===== config.mk =====
export PLATFORM = sky130hd
export DESIGN_NAME = dm_tag_ctrl
export DESIGN_NICKNAME = d
export VERILOG_FILES = /design/src/rtl/dmc_pkg.sv /design/src/rtl/dmc_index.sv /design/src/rtl/dmc_tag_store.sv /design/src/rtl/dmc_lat_timer.sv /design/src/rtl/dmc_sat_cnt.sv /design/src/rtl/dm_tag_ctrl.sv
export SDC_FILE = /design/constraint.sdc
export NUM_CORES = 1
export LEC_CHECK = 0
export ABC_AREA = 1
export BUFFER_PORTS_ARGS = -buffer_cell sky130_fd_sc_hd__clkbuf_2
export CAP_MARGIN = 0
export CELL_PAD_IN_SITES_DETAIL_PLACEMENT = 1
export CELL_PAD_IN_SITES_GLOBAL_PLACEMENT = 2
export CORE_MARGIN = 8
export CORE_UTILIZATION = 36
export DETAILED_ROUTE_END_ITERATION = 10
export PLACE_DENSITY_LB_ADDON = 0.08
export SYNTH_ARGS = -nofsm -noshare
export SYNTH_HDL_FRONTEND = slang
export SYNTH_SLANG_ARGS = --single-unit
export TNS_END_PERCENT = 10

===== constraint.sdc =====
create_clock -name clk -period 6.1 [get_ports clk]
set_clock_uncertainty 0.15 [all_clocks]
set_input_delay 0.915 -clock clk [delete_from_list [all_inputs] [get_ports clk]]
set_output_delay 0.915 -clock clk [all_outputs]
set_load 0.005 [all_outputs]

===== src/rtl/dmc_pkg.sv =====
package dmc_pkg;
  typedef enum logic {
    IDX_MOD = 1'b0,
    IDX_XOR = 1'b1
  } idx_mode_e;

  typedef enum logic [1:0] {
    T_IDLE = 2'd0,
    T_WAIT = 2'd1,
    T_RESP = 2'd2
  } tmr_state_e;
endpackage


===== src/rtl/dmc_index.sv =====
module dmc_index
  import dmc_pkg::*;
#(
  parameter int ADDR_W = 32,
  parameter int OFF_W  = 0,
  parameter int IDX_W  = 4,
  parameter int BA_W   = ADDR_W - OFF_W
) (
  input  logic [ADDR_W-1:0] addr_i,
  input  idx_mode_e         mode_i,
  output logic [BA_W-1:0]   blk_o,
  output logic [IDX_W-1:0]  idx_o
);
  logic [IDX_W-1:0] idx_mod;
  logic [IDX_W-1:0] idx_xor;

  assign blk_o   = addr_i[ADDR_W-1:OFF_W];
  assign idx_mod = blk_o[IDX_W-1:0];

  generate
    if (BA_W >= 2 * IDX_W) begin : g_fold
      assign idx_xor = blk_o[BA_W-1 -: IDX_W] ^ blk_o[BA_W-1-IDX_W -: IDX_W];
    end else begin : g_nofold
      assign idx_xor = idx_mod;
    end
  endgenerate

  assign idx_o = (mode_i == IDX_XOR) ? idx_xor : idx_mod;
endmodule


===== src/rtl/dmc_tag_store.sv =====
module dmc_tag_store #(
  parameter int NUM_BLOCKS = 16,
  parameter int IDX_W      = $clog2(NUM_BLOCKS),
  parameter int BA_W       = 32
) (
  input  logic             clk,
  input  logic             rst_n,
  input  logic [IDX_W-1:0] idx_i,
  input  logic [BA_W-1:0]  blk_i,
  input  logic             fill_i,
  input  logic             flush_i,
  output logic             hit_o
);
  logic [NUM_BLOCKS-1:0] valid_q;
  logic [BA_W-1:0]       tag_q [NUM_BLOCKS];

  assign hit_o = valid_q[idx_i] && (tag_q[idx_i] == blk_i);

  always_ff @(posedge clk) begin
    if (!rst_n) begin
      valid_q <= '0;
    end else if (flush_i) begin
      valid_q <= '0;
    end else if (fill_i) begin
      valid_q[idx_i] <= 1'b1;
    end
  end

  always_ff @(posedge clk) begin
    if (fill_i && !flush_i) begin
      tag_q[idx_i] <= blk_i;
    end
  end


  flush_clears_chk: assert property (@(posedge clk) disable iff (!rst_n)
    flush_i |=> (valid_q == '0));


  fill_installs_chk: assert property (@(posedge clk) disable iff (!rst_n)
    (fill_i && !flush_i) |=> (valid_q[$past(idx_i)] && (tag_q[$past(idx_i)] == $past(blk_i))));
endmodule


===== src/rtl/dmc_lat_timer.sv =====
module dmc_lat_timer
  import dmc_pkg::*;
#(
  parameter int HIT_LAT    = 2,
  parameter int MISS_STALL = 25
) (
  input  logic clk,
  input  logic rst_n,
  input  logic start_i,
  input  logic miss_i,
  input  logic rsp_ready_i,
  output logic busy_o,
  output logic rsp_valid_o
);
  localparam int              TOTAL   = HIT_LAT + MISS_STALL;
  localparam int              CW      = $clog2(TOTAL + 1);
  localparam logic [CW-1:0]   LD_HIT  = CW'(HIT_LAT - 1);
  localparam logic [CW-1:0]   LD_MISS = CW'(TOTAL - 1);

  tmr_state_e    state_q;
  logic [CW-1:0] cnt_q;

  always_ff @(posedge clk) begin
    if (!rst_n) begin
      state_q <= T_IDLE;
      cnt_q   <= '0;
    end else begin
      case (state_q)
        T_IDLE: if (start_i) begin
          state_q <= T_WAIT;
          cnt_q   <= miss_i ? LD_MISS : LD_HIT;
        end
        T_WAIT: if (cnt_q == '0) state_q <= T_RESP;
                else cnt_q <= cnt_q - 1'b1;
        T_RESP: if (rsp_ready_i) state_q <= T_IDLE;
        default: state_q <= T_IDLE;
      endcase
    end
  end

  assign busy_o      = (state_q != T_IDLE);
  assign rsp_valid_o = (state_q == T_RESP);

  // checker state: edges elapsed since acceptance and the delay expected
  logic [CW-1:0] el_q;
  logic [CW-1:0] exp_q;
  always_ff @(posedge clk) begin
    if (!rst_n) begin
      el_q  <= '0;
      exp_q <= '0;
    end else if (start_i && !busy_o) begin
      el_q  <= '0;
      exp_q <= miss_i ? CW'(TOTAL) : CW'(HIT_LAT);
    end else if (state_q == T_WAIT) begin
      el_q <= el_q + 1'b1;
    end
  end


  resp_delay_chk: assert property (@(posedge clk) disable iff (!rst_n)
    $rose(rsp_valid_o) |-> (el_q == exp_q));
endmodule


===== src/rtl/dmc_sat_cnt.sv =====
module dmc_sat_cnt #(
  parameter int W = 32
) (
  input  logic         clk,
  input  logic         rst_n,
  input  logic         inc_i,
  output logic [W-1:0] cnt_o
);
  always_ff @(posedge clk) begin
    if (!rst_n) cnt_o <= '0;
    else if (inc_i && (cnt_o != '1)) cnt_o <= cnt_o + 1'b1;
  end


  cnt_sat_hold_chk: assert property (@(posedge clk) disable iff (!rst_n)
    (inc_i && (cnt_o == '1)) |=> (cnt_o == '1));


  cnt_step_chk: assert property (@(posedge clk) disable iff (!rst_n)
    (inc_i && (cnt_o != '1)) |=> (cnt_o == $past(cnt_o) + 1'b1));


  cnt_idle_chk: assert property (@(posedge clk) disable iff (!rst_n)
    !inc_i |=> $stable(cnt_o));
endmodule


===== src/rtl/dm_tag_ctrl.sv =====
module dm_tag_ctrl
  import dmc_pkg::*;
#(
  parameter int ADDR_W        = 32,
  parameter int NUM_BLOCKS    = 16,
  parameter int WORDS_PER_BLK = 1,
  parameter int HIT_LAT       = 2,
  parameter int MISS_STALL    = 25,
  parameter int CNT_W         = 32
) (
  input  logic              clk,
  input  logic              rst_n,
  input  logic              idx_mode_i,
  input  logic              req_valid_i,
  output logic              req_ready_o,
  input  logic [ADDR_W-1:0] req_addr_i,
  output logic              rsp_valid_o,
  input  logic              rsp_ready_i,
  output logic              rsp_hit_o,
  output logic [CNT_W-1:0]  hit_count_o,
  output logic [CNT_W-1:0]  miss_count_o
);
  localparam int OFF_W = $clog2(WORDS_PER_BLK);
  localparam int IDX_W = $clog2(NUM_BLOCKS);
  localparam int BA_W  = ADDR_W - OFF_W;

  idx_mode_e        mode_now;
  idx_mode_e        mode_q;
  logic             flush;
  logic             busy;
  logic             accept;
  logic             lookup_hit;
  logic             hit_q;
  logic [BA_W-1:0]  blk;
  logic [IDX_W-1:0] idx;

  assign mode_now    = idx_mode_e'(idx_mode_i);
  assign flush       = (mode_now != mode_q);
  assign req_ready_o = !busy && !flush;
  assign accept      = req_valid_i && req_ready_o;

  always_ff @(posedge clk) begin
    if (!rst_n) mode_q <= mode_now;
    else        mode_q <= mode_now;
  end

  always_ff @(posedge clk) begin
    if (!rst_n)      hit_q <= 1'b0;
    else if (accept) hit_q <= lookup_hit;
  end
  assign rsp_hit_o = hit_q;

  dmc_index #(
    .ADDR_W(ADDR_W), .OFF_W(OFF_W), .IDX_W(IDX_W), .BA_W(BA_W)
  ) u_index (
    .addr_i(req_addr_i), .mode_i(mode_now), .blk_o(blk), .idx_o(idx)
  );

  dmc_tag_store #(
    .NUM_BLOCKS(NUM_BLOCKS), .IDX_W(IDX_W), .BA_W(BA_W)
  ) u_store (
    .clk(clk), .rst_n(rst_n), .idx_i(idx), .blk_i(blk),
    .fill_i(accept && !lookup_hit), .flush_i(flush), .hit_o(lookup_hit)
  );

  dmc_lat_timer #(
    .HIT_LAT(HIT_LAT), .MISS_STALL(MISS_STALL)
  ) u_timer (
    .clk(clk), .rst_n(rst_n), .start_i(accept), .miss_i(!lookup_hit),
    .rsp_ready_i(rsp_ready_i), .busy_o(busy), .rsp_valid_o(rsp_valid_o)
  );

  dmc_sat_cnt #(.W(CNT_W)) u_hits (
    .clk(clk), .rst_n(rst_n), .inc_i(accept && lookup_hit), .cnt_o(hit_count_o)
  );

  dmc_sat_cnt #(.W(CNT_W)) u_misses (
    .clk(clk), .rst_n(rst_n), .inc_i(accept && !lookup_hit), .cnt_o(miss_count_o)
  );


  one_in_flight_chk: assert property (@(posedge clk) disable iff (!rst_n)
    accept |=> !req_ready_o);


  no_ready_with_rsp_chk: assert property (@(posedge clk) disable iff (!rst_n)
    rsp_valid_o |-> !req_ready_o);


  rsp_hold_chk: assert property (@(posedge clk) disable iff (!rst_n)
    (rsp_valid_o && !rsp_ready_i) |=> (rsp_valid_o && $stable(rsp_hit_o)));
endmodule


==> flow_summary.yaml, run 1 <==
critical_path:
  critical_path_arrival_ns: 5.14
  crit_path_max_incr_delay_ns: 0.83
  crit_family: "simple AND/OR/NAND/NOR gates"
  cp_data_required_time_ns: 6.21
  timing.critical_path.from_type: "input port"
  cp.depth: 19
  worstPathBufferInverterCount: 3
  worst_r2r_startpoint: "u_hits.cnt_o[0]"
  r2r-end: "u_hits.cnt_o[18]"
  critPathMaxFanout: 21
  worstPathCellList: "clkbuf_2 -> xnor2_1 -> nand2_1 -> o21ai_1 -> and2_2 -> buf_4 -> nand2_1 -> nand2_1 -> nor2_1 -> nand2_1 -> nand2_1 -> nand2_1 -> nor2_1 -> nand2_1 -> nor2_1 -> nand3_2 -> nand2_1 -> nor4_4 -> buf_4"
  critical-path-slowest-cell: "sky130_fd_sc_hd__nor4_4"
  reg2regPathDepth: 17
  timing.critical_path.to_type: "flip-flop"
  cell_with_the_most_instances_on_the_worst_path: "sky130_fd_sc_hd__nand2_1"
  criticalPathCategory: "in -> reg"
  ff2ff_setup_slack_ns: 2.29
power:
  report.power.total_mw: 9.71
  vdd.ir_drop.worst_mv: 0.216
  power_density_nw_per_um2: 299
  static_leakage_nw: 13.5
global_routing:
  global_route.usage.met1_pct: 27.4
  globalRouteOverflowTotal: 0
  first_global_vias: 22200
  use_met2_pct: 34.6
  largest_net_degree_at_the_start_of_global_routing: 109
  grt_most_used_layer: "met2"
  track_usage_pct: 20.3
  antenna_found_initial: 0
  grt_pass1_wl_um: 137000
  met3_resource_use_gr_pct: 2.49
detailed_routing:
  drt.antenna.violating_nets: 0
  avgViaCountPerCell: 4.92
  detailroute.via_count: 21200
  initialDrtViolationCount: 1214
  drtPass1Iterations: 4
  detail_route.wirelength_um: 89100
  route.detailed.wl_per_inst_um: 20.7
  route.detailed.drc: 0
clock_network:
  clockBufferDepth: 3
  cts.sinks: 601
  clock_tree_from_tritoncts: "done"
  ctsHtreeMaxLevel: 3
  cts.repair_timing.setup_buffer_count: 0
  cts.reportedPaths.clkPinSlew_ns: 0.05
  tritoncts_buffers: 72
  holdBufCountCts: 0
  clk_root_buffer_cell: "sky130_fd_sc_hd__clkbuf_16"
  source_to_sink_clock_delay_at_the_later_pin_of_the_worst_skew_pair_ns: 0.61
  post_cts.resized_instances: 0
cells_and_area:
  design_area_final_um2: 32500
  post_route_cells_drive_above_1_share_pct: 9.39
  fillCellCount: 8939
  area_growth_syn_to_layout_pct: 14.9
  fin_nets: 3259
  fin_cells: 4308
  insertedDiodeCount: 0
sta:
  finalHoldViolations: 0
  worst_slew_margin_rel_pct: 26.4
  setup_viol: 0
  period_share_pct: 82.5
  fmax_ghz: 0.199
  maxSlewViolCount: 0
  hold_slack_ns: 0.310
  min_period_ns: 5.03
  setup-tns-final_ns: 0
  tightest_slew_ns: 1.10
  grt_setup_unrepaired: "no"
synthesis:
  postSynthAreaPerCell_um2: 9.06
  netlist.area_leader.share_pct: 54.4
  synth.ff_latch_count: 601
  synth_largest_area_cell: "sky130_fd_sc_hd__edfxtp_1"
  post_synthesis_net_count: 3161
  mappedNetlistArea_um2: 28300
  synth_cells: 3120
  synth_area_leaders: "sky130_fd_sc_hd__edfxtp_1 54%, sky130_fd_sc_hd__nand2_1 15%, sky130_fd_sc_hd__dfxtp_1 6.3%"
  yosysWarnings: 0
  ys_types: 37
  proportion_of_synthesized_chip_area_in_sequential_cells_pct: 60.7
die:
  core.rowCount: 102
  die_height_um: 296
  start_util_pct: 36.4
  die_area_um2: 87800
  dieWidth_um: 296
  ioPinCount: 104
  total_core_area_um2: 77600
place:
  placedInstanceArea_um2: 30200
  hpwl_um: 54800
  gpl.final_weighted_congestion: 0.829
  portBuffers: 103
  place_inst: 4184
hold_path:
  holdCritStartpoint: "u_store.valid_q[8]"
  hold_end: "u_store.valid_q[8]"
  whs_path_cells: 2
  hold_crit_class: "reg -> reg"
flow_run:
  drv_cap: 0
outcome:
  result_of_the_run: "completed"
==> cell usage after synthesis <==
library cell and instances:
sky130_fd_sc_hd__nand2_1 1161, sky130_fd_sc_hd__buf_1 4, sky130_fd_sc_hd__edfxtp_1 512, sky130_fd_sc_hd__nand4_1 56
sky130_fd_sc_hd__o21ai_2 1, sky130_fd_sc_hd__nand3b_1 131, sky130_fd_sc_hd__and2_1 1, sky130_fd_sc_hd__o21ai_0 153
sky130_fd_sc_hd__nor2_1 208, sky130_fd_sc_hd__nor3_1 32, sky130_fd_sc_hd__clkbuf_1 35, sky130_fd_sc_hd__o211ai_1 4
sky130_fd_sc_hd__xor2_1 25, sky130_fd_sc_hd__buf_4 12, sky130_fd_sc_hd__buf_2 93, sky130_fd_sc_hd__xnor2_1 9
sky130_fd_sc_hd__nor2_4 1, sky130_fd_sc_hd__buf_6 4, sky130_fd_sc_hd__and3_1 1, sky130_fd_sc_hd__nor4_1 12
sky130_fd_sc_hd__nand3_1 41, sky130_fd_sc_hd__a21oi_2 1, sky130_fd_sc_hd__or2_0 1, sky130_fd_sc_hd__nor3b_1 2
sky130_fd_sc_hd__nor2_2 3, sky130_fd_sc_hd__o21bai_1 26, sky130_fd_sc_hd__inv_2 6, sky130_fd_sc_hd__inv_1 379
sky130_fd_sc_hd__nand3_2 4, sky130_fd_sc_hd__o21ai_1 16, sky130_fd_sc_hd__nand2_2 1, sky130_fd_sc_hd__a31oi_1 2
sky130_fd_sc_hd__o21a_1 1, sky130_fd_sc_hd__dfxtp_1 89, sky130_fd_sc_hd__a21oi_1 88, sky130_fd_sc_hd__ha_1 4
sky130_fd_sc_hd__or2_2 1
==> registers in the layout, summed over array words and instances (netlist names) <==
signal,cells
mode_q,1
rsp_hit_o,1
u_hits.cnt_o,32
u_misses.cnt_o,32
u_store.tag_q,512
u_store.valid_q,16
u_timer.cnt_q,5
u_timer.state_q,2
==> per-stage QoR <==
step | utilization, % | setup WS (ns)
after floorplan | - | 0.587
after global placement | 38.9 | 0.494
after detailed placement | 38.9 | 0.396
after CTS | 41.9 | 1.03
after global routing | 41.9 | 0.737
final | 41.9 | 1.07
==> where the power goes <==
group | internal (mW) | leakage, nW | switching (mW)
sequential | 4.51 | 5.33 | 0.0149
clock | 2.48 | 1.10 | 1.73
combinational | 0.260 | 7.11 | 0.726
total | 7.24 | 13.5 | 2.47
==> placed cells by master (no fill, tap or decap), types with 16 or more instances in the layout <==
| cell type | instances |
|---|---|
| sky130_fd_sc_hd__nand3_1 | 41 |
| sky130_fd_sc_hd__buf_12 | 19 |
| sky130_fd_sc_hd__a21oi_1 | 87 |
| sky130_fd_sc_hd__nor3_1 | 30 |
| sky130_fd_sc_hd__inv_2 | 16 |
| sky130_fd_sc_hd__dfxtp_1 | 89 |
| sky130_fd_sc_hd__o21bai_1 | 26 |
| sky130_fd_sc_hd__clkbuf_2 | 103 |
| sky130_fd_sc_hd__o21ai_0 | 153 |
| sky130_fd_sc_hd__clkbuf_1 | 17 |
| sky130_fd_sc_hd__nand3b_1 | 131 |
| sky130_fd_sc_hd__o21ai_1 | 16 |
| sky130_fd_sc_hd__xor2_1 | 25 |
| sky130_fd_sc_hd__nand2_1 | 1159 |
| sky130_fd_sc_hd__edfxtp_1 | 512 |
| sky130_fd_sc_hd__inv_1 | 369 |
| sky130_fd_sc_hd__buf_4 | 50 |
| sky130_fd_sc_hd__nand4_1 | 56 |
| sky130_fd_sc_hd__nor2_1 | 204 |
| sky130_fd_sc_hd__clkbuf_16 | 77 |
==> layout make-up <==
class / instances / area, um2 / share of cell area [%]
multi-input cells: 1986 / 9030 / 27.8
clock buffers: 95 / 2000 / 6.17
clock inverters: 29 / 267 / 0.821
repair buffers: 172 / 1270 / 3.91
flip-flops and latches: 601 / 17200 / 52.8
inverters: 385 / 1450 / 4.45
well taps: 1040 / 1300 / 4.01
==> per-layer routing <==
layer | up-vias | share of wire [%]
li1 | 10300 | -
met1 | 10500 | 46
met2 | 262 | 49
met3 | 105 | 2.7
met4 | 0 | 2.1
met5 | - | 0
==> worst register-to-register path: stages, from the launching register on <==
cell	delay (ns)
sky130_fd_sc_hd__dfxtp_1	0.41
sky130_fd_sc_hd__ha_1	0.20
sky130_fd_sc_hd__nand2_1	0.08
sky130_fd_sc_hd__nor2_1	0.21
sky130_fd_sc_hd__nand3_1	0.20
sky130_fd_sc_hd__inv_1	0.23
sky130_fd_sc_hd__nand3_1	0.13
sky130_fd_sc_hd__nor2_1	0.18
sky130_fd_sc_hd__nand3_1	0.15
sky130_fd_sc_hd__nor4_1	0.53
sky130_fd_sc_hd__nand3_1	0.24
sky130_fd_sc_hd__nor2_1	0.24
sky130_fd_sc_hd__a21oi_2	0.15
sky130_fd_sc_hd__buf_4	0.27
sky130_fd_sc_hd__nand3_1	0.13
sky130_fd_sc_hd__nand2_1	0.06
sky130_fd_sc_hd__nand2_1	0.06
sky130_fd_sc_hd__nor2_1	0.04
==> cells by family after synthesis <==
logic type      after synthesis  share of synthesized area (%)
buf+inv                     533                           7.75
compound gates              292                           5.48
fa+ha+maj                     4                          0.177
simple gates               1656                           24.9
xor+xnor                     34                           1.05
flops                       601                           60.7
==> worst max-delay path by stage <==
stage,startpoint,end
after CTS,req_addr_i[31],u_store.tag_q[15][12]
final,req_addr_i[31],u_store.tag_q[15][13]
after global placement,req_addr_i[28],u_store.tag_q[15][19]
after global routing,req_addr_i[31],u_misses.cnt_o[30]
after detailed placement,req_addr_i[31],u_store.tag_q[15][15]
after floorplan,idx_mode_i,u_store.tag_q[4][0]
Note: power is estimated with default switching activity, not from simulation.
==> run 2, diff against run 1 <==
Settings changed: ABC_AREA 1 to 0, CORE_UTILIZATION 36 to 44.
Clock period 6.1 ns to 4.8 ns, I/O delays scaled along.
==> run 2 against run 1 <==
Against the previous run: combinational power is 44% higher; final cell count is 32% lower; die area is 26% lower; critical path type unchanged; largest cell class unchanged; highest routed layer unchanged.
==> flow_summary.yaml, run 2 <==
outcome:
  result_of_the_run: "completed"
place:
  placedInstanceArea_um2: 28700
  hpwl_um: 51400
  preCtsSetupSlack_ns: -1.00
  gpl.final_weighted_congestion: 0.821
  place_inst: 2816
  portBuffers: 103
cells_and_area:
  post_route_cells_drive_above_1_share_pct: 24.4
  fin_nets: 2180
  fin_cells: 2947
  layout.cells.most_common: "sky130_fd_sc_hd__edfxtp_1"
  area_growth_syn_to_layout_pct: 23.4
  fin_util_pct: 55.0
  fillCellCount: 5541
  design_area_final_um2: 31100
  register_with_the_most_flip_flops: "u_store.tag_q"
  reg_top3: "u_store.tag_q (512), u_hits.cnt_o (32), u_misses.cnt_o (32)"
  largest_reg_flops: 512
  most-common-layout-cells: "512 x sky130_fd_sc_hd__edfxtp_1, 277 x sky130_fd_sc_hd__nand2_1, 185 x sky130_fd_sc_hd__buf_4, 121 x sky130_fd_sc_hd__mux2i_1, 102 x sky130_fd_sc_hd__clkbuf_2"
synthesis:
  share_of_synthesized_registers_carrying_an_async_set_or_reset_pct: 0
  netlist.area_leader.share_pct: 61.0
  synth.ff_latch_count: 601
  count_of_flip_flops_with_a_built_in_enable_after_synthesis: 512
  most_frequent_cell_after_synthesis: "sky130_fd_sc_hd__edfxtp_1"
  synth_cells: 1826
  synthTopCellsByCount: "512 x sky130_fd_sc_hd__edfxtp_1, 277 x sky130_fd_sc_hd__nand2_1, 121 x sky130_fd_sc_hd__mux2i_1"
  postSynthAreaPerCell_um2: 13.8
  mappedNetlistArea_um2: 25200
  ys.flop_type: "sky130_fd_sc_hd__edfxtp_1"
  proportion_of_synthesized_chip_area_in_sequential_cells_pct: 68.1
  ys_types: 71
  post_synthesis_net_count: 1867
  synth_area_leaders: "sky130_fd_sc_hd__edfxtp_1 61%, sky130_fd_sc_hd__dfxtp_1 7.1%, sky130_fd_sc_hd__mux2i_1 4.8%"
  synth_largest_area_cell: "sky130_fd_sc_hd__edfxtp_1"
  yosysWarnings: 0
sta:
  maxSlewViolCount: 0
  setup_viol: 0
  min_period_ns: 4.68
  hold_slack_ns: 0.246
  fmax_ghz: 0.214
  period_share_pct: 97.5
  tightest_slew_ns: 1.04
  setup-tns-final_ns: 0
  worst_slew_margin_rel_pct: 30.5
  setup_slack_ns: 0.119
  finalHoldViolations: 0
die:
  dieWidth_um: 255
  die_area_um2: 65100
  ioPinCount: 104
  total_core_area_um2: 56500
  die_height_um: 255
  core.rowCount: 87
  start_util_pct: 44.6
critical_path:
  critical-path-slowest-cell: "sky130_fd_sc_hd__or4_4"
  crit_path_max_incr_delay_ns: 0.64
  worstPathCellList: "buf_6 -> buf_4 -> nor2_1 -> a21oi_4 -> buf_4 -> mux4_2 -> mux2i_1 -> xnor2_1 -> nor4_2 -> a31oi_1 -> or4_4 -> buf_4 -> or3_4 -> buf_4 -> o211ai_1 -> o31ai_1"
  cell_with_the_most_instances_on_the_worst_path: "sky130_fd_sc_hd__buf_4"
  timing.critical_path.to_type: "flip-flop"
  critPathMaxFanout: 11
  worst_r2r_startpoint: "u_store.tag_q[10][17]"
  timing.critical_path.from_type: "input port"
  criticalPathCategory: "in -> reg"
  crit_path_start: "idx_mode_i"
  cp_data_required_time_ns: 5.12
  critical_path_arrival_ns: 5.00
flow_run:
  drv_cap: 0
clock_network:
  tritoncts_buffers: 68
  holdBufCountCts: 0
  cts.sinks: 601
  source_to_sink_clock_delay_at_the_later_pin_of_the_worst_skew_pair_ns: 0.61
  clockBufferDepth: 3
  clock_tree_from_tritoncts: "done"
  ctsHtreeMaxLevel: 3
  cts.reportedPaths.clkPinSlew_ns: 0.06
  clk_root_buffer_cell: "sky130_fd_sc_hd__clkbuf_16"
detailed_routing:
  initialDrtViolationCount: 1228
  avgViaCountPerCell: 5.70
  drtPass1Iterations: 5
  detail_route.wirelength_um: 76800
  detailroute.via_count: 16800
  met3_wirelength_um: 4260
  route.detailed.wl_per_inst_um: 26.0
  highest_metal_layer_with_signal_wires: "met4"
  routed-wl-met2_um: 36800
  m1WireLength_um: 33600
  route.detailed.drc: 0
  drt.antenna.violating_nets: 0
global_routing:
  track_usage_pct: 23.5
  grt_pass1_wl_um: 114000
  globalRouteOverflowTotal: 0
  first_global_vias: 17700
  antenna_found_initial: 2
  largest_net_degree_at_the_start_of_global_routing: 64
power:
  vdd.ir_drop.worst_mv: 0.307
  power_density_nw_per_um2: 392
  static_leakage_nw: 11.2
  report.power.total_mw: 12.2
hold_path:
  holdCritStartpoint: "req_addr_i[20]"
  hold_crit_class: "in -> reg"
run 2: cell types whose count changed after synthesis, moves of 25 or more:
cell / before / now
sky130_fd_sc_hd__nand2_1: 1161 / 277
sky130_fd_sc_hd__inv_1: 379 / 17
sky130_fd_sc_hd__nor2_1: 208 / 49
sky130_fd_sc_hd__nand3b_1: 131 / 1
sky130_fd_sc_hd__mux2i_1: 0 / 121
sky130_fd_sc_hd__o21ai_0: 153 / 38
sky130_fd_sc_hd__buf_2: 93 / 36
sky130_fd_sc_hd__nand3_1: 41 / 93
sky130_fd_sc_hd__nand4_1: 56 / 11
sky130_fd_sc_hd__xnor2_1: 9 / 44
sky130_fd_sc_hd__mux4_2: 0 / 33
sky130_fd_sc_hd__nand2b_1: 0 / 32
sky130_fd_sc_hd__o21bai_1: 26 / 1
run 2: path summary, 6_finish.rpt:
kind / endpoint / slack, ns / cells after the start
setup / recovery: u_hits.cnt_o[14] / 0.12 / 16
hold / removal: u_store.tag_q[12][20] / 0.25 / 1
setup reg to reg: u_hits.cnt_o[14] / 0.71 / 11
hold reg to reg: u_store.valid_q[14] / 0.31 / 2
run 2: cell type report:
cell class	count	area [um2]	area share, %
inverter	17	63.8	0.205
sequential	601	17200	55.2
tap	756	946	3.04
multi-input combinational	1108	7750	25.0
clock inverter	37	339	1.09
clock buffer	84	1790	5.77
antenna	1	2.50	0.00805
timing repair buffer	343	3020	9.72
run 2: what timing repair did:
action / 4_1_cts / 5_1_grt
gates cloned: 1 / 1
pin swaps: 3 / 8
buffers inserted: 5 / 2
setup endpoints to repair: 590 / 591
gates resized for setup: 9 / 16
run 2: kinds of logic (layout without fill, tap and decap cells):
family / after synthesis / count (layout) / share of synthesized area, %
other: 0 / 1 / 0
DFF: 601 / 601 / 68.1
buffers and inverters: 117 / 481 / 2.44
AOI/OAI and AO/OA: 273 / 273 / 7.41
xor gates and xnor gates: 79 / 79 / 2.81
muxes: 154 / 154 / 7.76
adders and majority gates: 4 / 4 / 0.199
and+or+nand+nor: 598 / 598 / 11.3
run 2: metal layers:
layer,global-route usage (%),up-vias
met5,0,-
met3,4.58,122
met2,38.1,467
met1,31.8,8663
met4,7.30,0
li1,-,7555
run 2: critical path: cells and delay by family:
kind | cells | cell delay, ns
muxes | 2 | 0.52
AOI/OAI and AO/OA | 4 | 0.89
xor gates and xnor gates | 1 | 0.30
and+or+nand+nor | 4 | 1.58
buffers and inverters | 5 | 0.96
run 2: power breakdown:
| part | switching (mW) | internal, mW | leakage [nW] |
|---|---|---|---|
| registers | 0.0194 | 5.73 | 5.33 |
| logic | 0.861 | 0.557 | 4.82 |
| clock network | 2.09 | 2.93 | 1.05 |
==> run 3, diff against run 2 <==
Settings changed: PLACE_DENSITY_LB_ADDON 0.08 to 0.2.
==> run 3 against run 2 <==
Against the previous run: global-route usage grew 0.065 points; combinational power is essentially flat; sequential cell count did not move; maximum frequency fell by 1.3%; sequential share of layout area down 0.35 points; first-iteration DRC count up 23%; final cell count is 0.61% higher; critical path depth did not move.
==> flow_summary.yaml, run 3 (same netlist as run 2, synthesis figures left out) <==
outcome:
  result_of_the_run: "completed"
detailed_routing:
  drt.antenna.violating_nets: 0
  initialDrtViolationCount: 1508
  route.detailed.wl_per_inst_um: 26.2
  avgViaCountPerCell: 5.80
  route.detailed.drc: 0
  detailroute.via_count: 17200
  drtPass1Iterations: 5
  detail_route.wirelength_um: 77700
power:
  vdd.ir_drop.worst_mv: 0.323
  static_leakage_nw: 11.3
  power_density_nw_per_um2: 394
  clock_power_share_pct: 41.8
  pwr-share-comb_pct: 11.6
  power.net_switching_mw: 2.99
  share_seq_of_total_power_pct: 46.6
  cellInternalPower_mw: 9.34
  report.power.total_mw: 12.3
  power.share.switching_pct: 24.3
place:
  gpl.final_weighted_congestion: 0.814
  preCtsSetupSlack_ns: -0.846
  hpwl_um: 51400
  portBuffers: 103
global_routing:
  largest_net_degree_at_the_start_of_global_routing: 68
  antenna_found_initial: 1
  track_usage_pct: 23.6
  globalRouteOverflowTotal: 0
  grt_pass1_wl_um: 114000
  first_global_vias: 17800
critical_path:
  cp_data_required_time_ns: 5.18
  timing.critical_path.from_type: "input port"
  crit_path_start: "idx_mode_i"
  critPathMaxFanout: 21
  criticalPathCategory: "in -> reg"
  worst_r2r_startpoint: "u_store.tag_q[2][1]"
  critical_path_arrival_ns: 5.12
  timing.critical_path.to_type: "flip-flop"
cells_and_area:
  area_growth_syn_to_layout_pct: 24.2
  reg_top3: "u_store.tag_q (512), u_hits.cnt_o (32), u_misses.cnt_o (32)"
  insertedDiodeCount: 0
  largest_reg_flops: 512
  register_with_the_most_flip_flops: "u_store.tag_q"
  layout.cells.most_common: "sky130_fd_sc_hd__edfxtp_1"
  post_route_cells_drive_above_1_share_pct: 24.4
  most-common-layout-cells: "512 x sky130_fd_sc_hd__edfxtp_1, 277 x sky130_fd_sc_hd__nand2_1, 200 x sky130_fd_sc_hd__buf_4, 121 x sky130_fd_sc_hd__mux2i_1, 102 x sky130_fd_sc_hd__clkbuf_2"
  fin_nets: 2197
clock_network:
  clock_tree_from_tritoncts: "done"
  clockBufferDepth: 3
  holdBufCountCts: 0
  tritoncts_buffers: 67
  cts.reportedPaths.clkPinSlew_ns: 0.06
  ctsHtreeMaxLevel: 3
  cts.sinks: 601
  source_to_sink_clock_delay_at_the_later_pin_of_the_worst_skew_pair_ns: 0.61
  clk_root_buffer_cell: "sky130_fd_sc_hd__clkbuf_16"
flow_run:
  drv_cap: 0
die:
  die_area_um2: 65100
  start_util_pct: 44.6
  core.rowCount: 87
  dieWidth_um: 255
  die_height_um: 255
  total_core_area_um2: 56500
  ioPinCount: 104
sta:
  min_period_ns: 4.74
  finalHoldViolations: 0
  tightest_slew_ns: 0.698
  setup_viol: 0
  period_share_pct: 98.8
  worst_slew_margin_rel_pct: 53.5
  fmax_ghz: 0.211
  setup-tns-final_ns: 0
  setup_slack_ns: 0.0565
  maxSlewViolCount: 0
hold_path:
  hold_crit_class: "in -> reg"
  holdCritStartpoint: "rsp_ready_i"
run 3: cell types whose count changed in the layout (fill, tap and decap cells not counted), sizes merged:
cell      change
diode         -1
clkinvlp      -2
clkbuf        -1
buf          +18
inv           -1
bufinv        +3
clkinv        +2
run 3: through the flow:
stage	hold WS, ns	area (um2)	utilization, %	instances
floorplan	0.270	25500	-	1826
global route	0.262	31300	55.4	2965
finish	0.240	31300	55.4	2965
global placement	0.290	28900	51.1	2831
detailed placement	0.300	28900	51.1	2831
CTS	0.213	31100	55.1	2957
run 3: timing repair:
action	4_1_cts	5_1_grt
endpoints found under the setup margin	562	572
cloned	1	0
setup buffers	3	8
gates resized for setup	5	11
pin swaps	1	3
run 3: layer usage:
metal / share of wire, % / GRT usage (%) / up-vias
li1: - / - / 7599
met3: 5.7 / 4.30 / 149
met1: 43 / 31.9 / 8921
met2: 48 / 38.3 / 515
met5: 0.013 / 0 / -
met4: 3.0 / 7.78 / 2
run 3: power by group through the flow:
stage	registers [mW]	logic [mW]	clock network (mW)
floorplan	5.85	0.728	0
global placement	5.85	1.34	0
detailed placement	5.86	1.38	0
CTS	5.75	1.41	5.24
global route	5.75	1.52	5.41
finish	5.75	1.43	5.16
run 3: worst paths after layout:
| kind | depth (start not counted) | to | slack (ns) |
|---|---|---|---|
| worst max-delay path | 16 | u_hits.cnt_o[12] | 0.06 |
| worst min-delay path | 4 | u_timer.state_q[1] | 0.24 |
| worst max register to register | 14 | u_hits.cnt_o[12] | 0.72 |
| worst min register to register | 1 | u_store.valid_q[7] | 0.31 |
run 3: area by class of cell:
| cell class | instances | area (um2) |
|---|---|---|
| Fill cell | 5457 | 25200 |
| Sequential cell | 601 | 17200 |
| Multi-Input combinational cell | 1108 | 7730 |
| Timing Repair Buffer | 361 | 3190 |
| Clock buffer | 83 | 1760 |
| Tap cell | 756 | 946 |
| Clock inverter | 39 | 425 |
| Inverter | 17 | 63.8 |
run 3: worst max-delay path, cell delays in order:
cell and delay, ns:
sky130_fd_sc_hd__clkbuf_4 0.18, sky130_fd_sc_hd__or2_2 0.36, sky130_fd_sc_hd__a21boi_4 0.18, sky130_fd_sc_hd__buf_12 0.15, sky130_fd_sc_hd__bufbuf_16 0.30, sky130_fd_sc_hd__o311ai_4 0.35
sky130_fd_sc_hd__a21oi_1 0.15, sky130_fd_sc_hd__nor4_2 0.27, sky130_fd_sc_hd__xor2_1 0.18, sky130_fd_sc_hd__nand4b_1 0.12, sky130_fd_sc_hd__or4_4 0.45, sky130_fd_sc_hd__or4_4 0.54
sky130_fd_sc_hd__buf_4 0.18, sky130_fd_sc_hd__or3_4 0.41, sky130_fd_sc_hd__or4_1 0.42, sky130_fd_sc_hd__a21oi_1 0.15
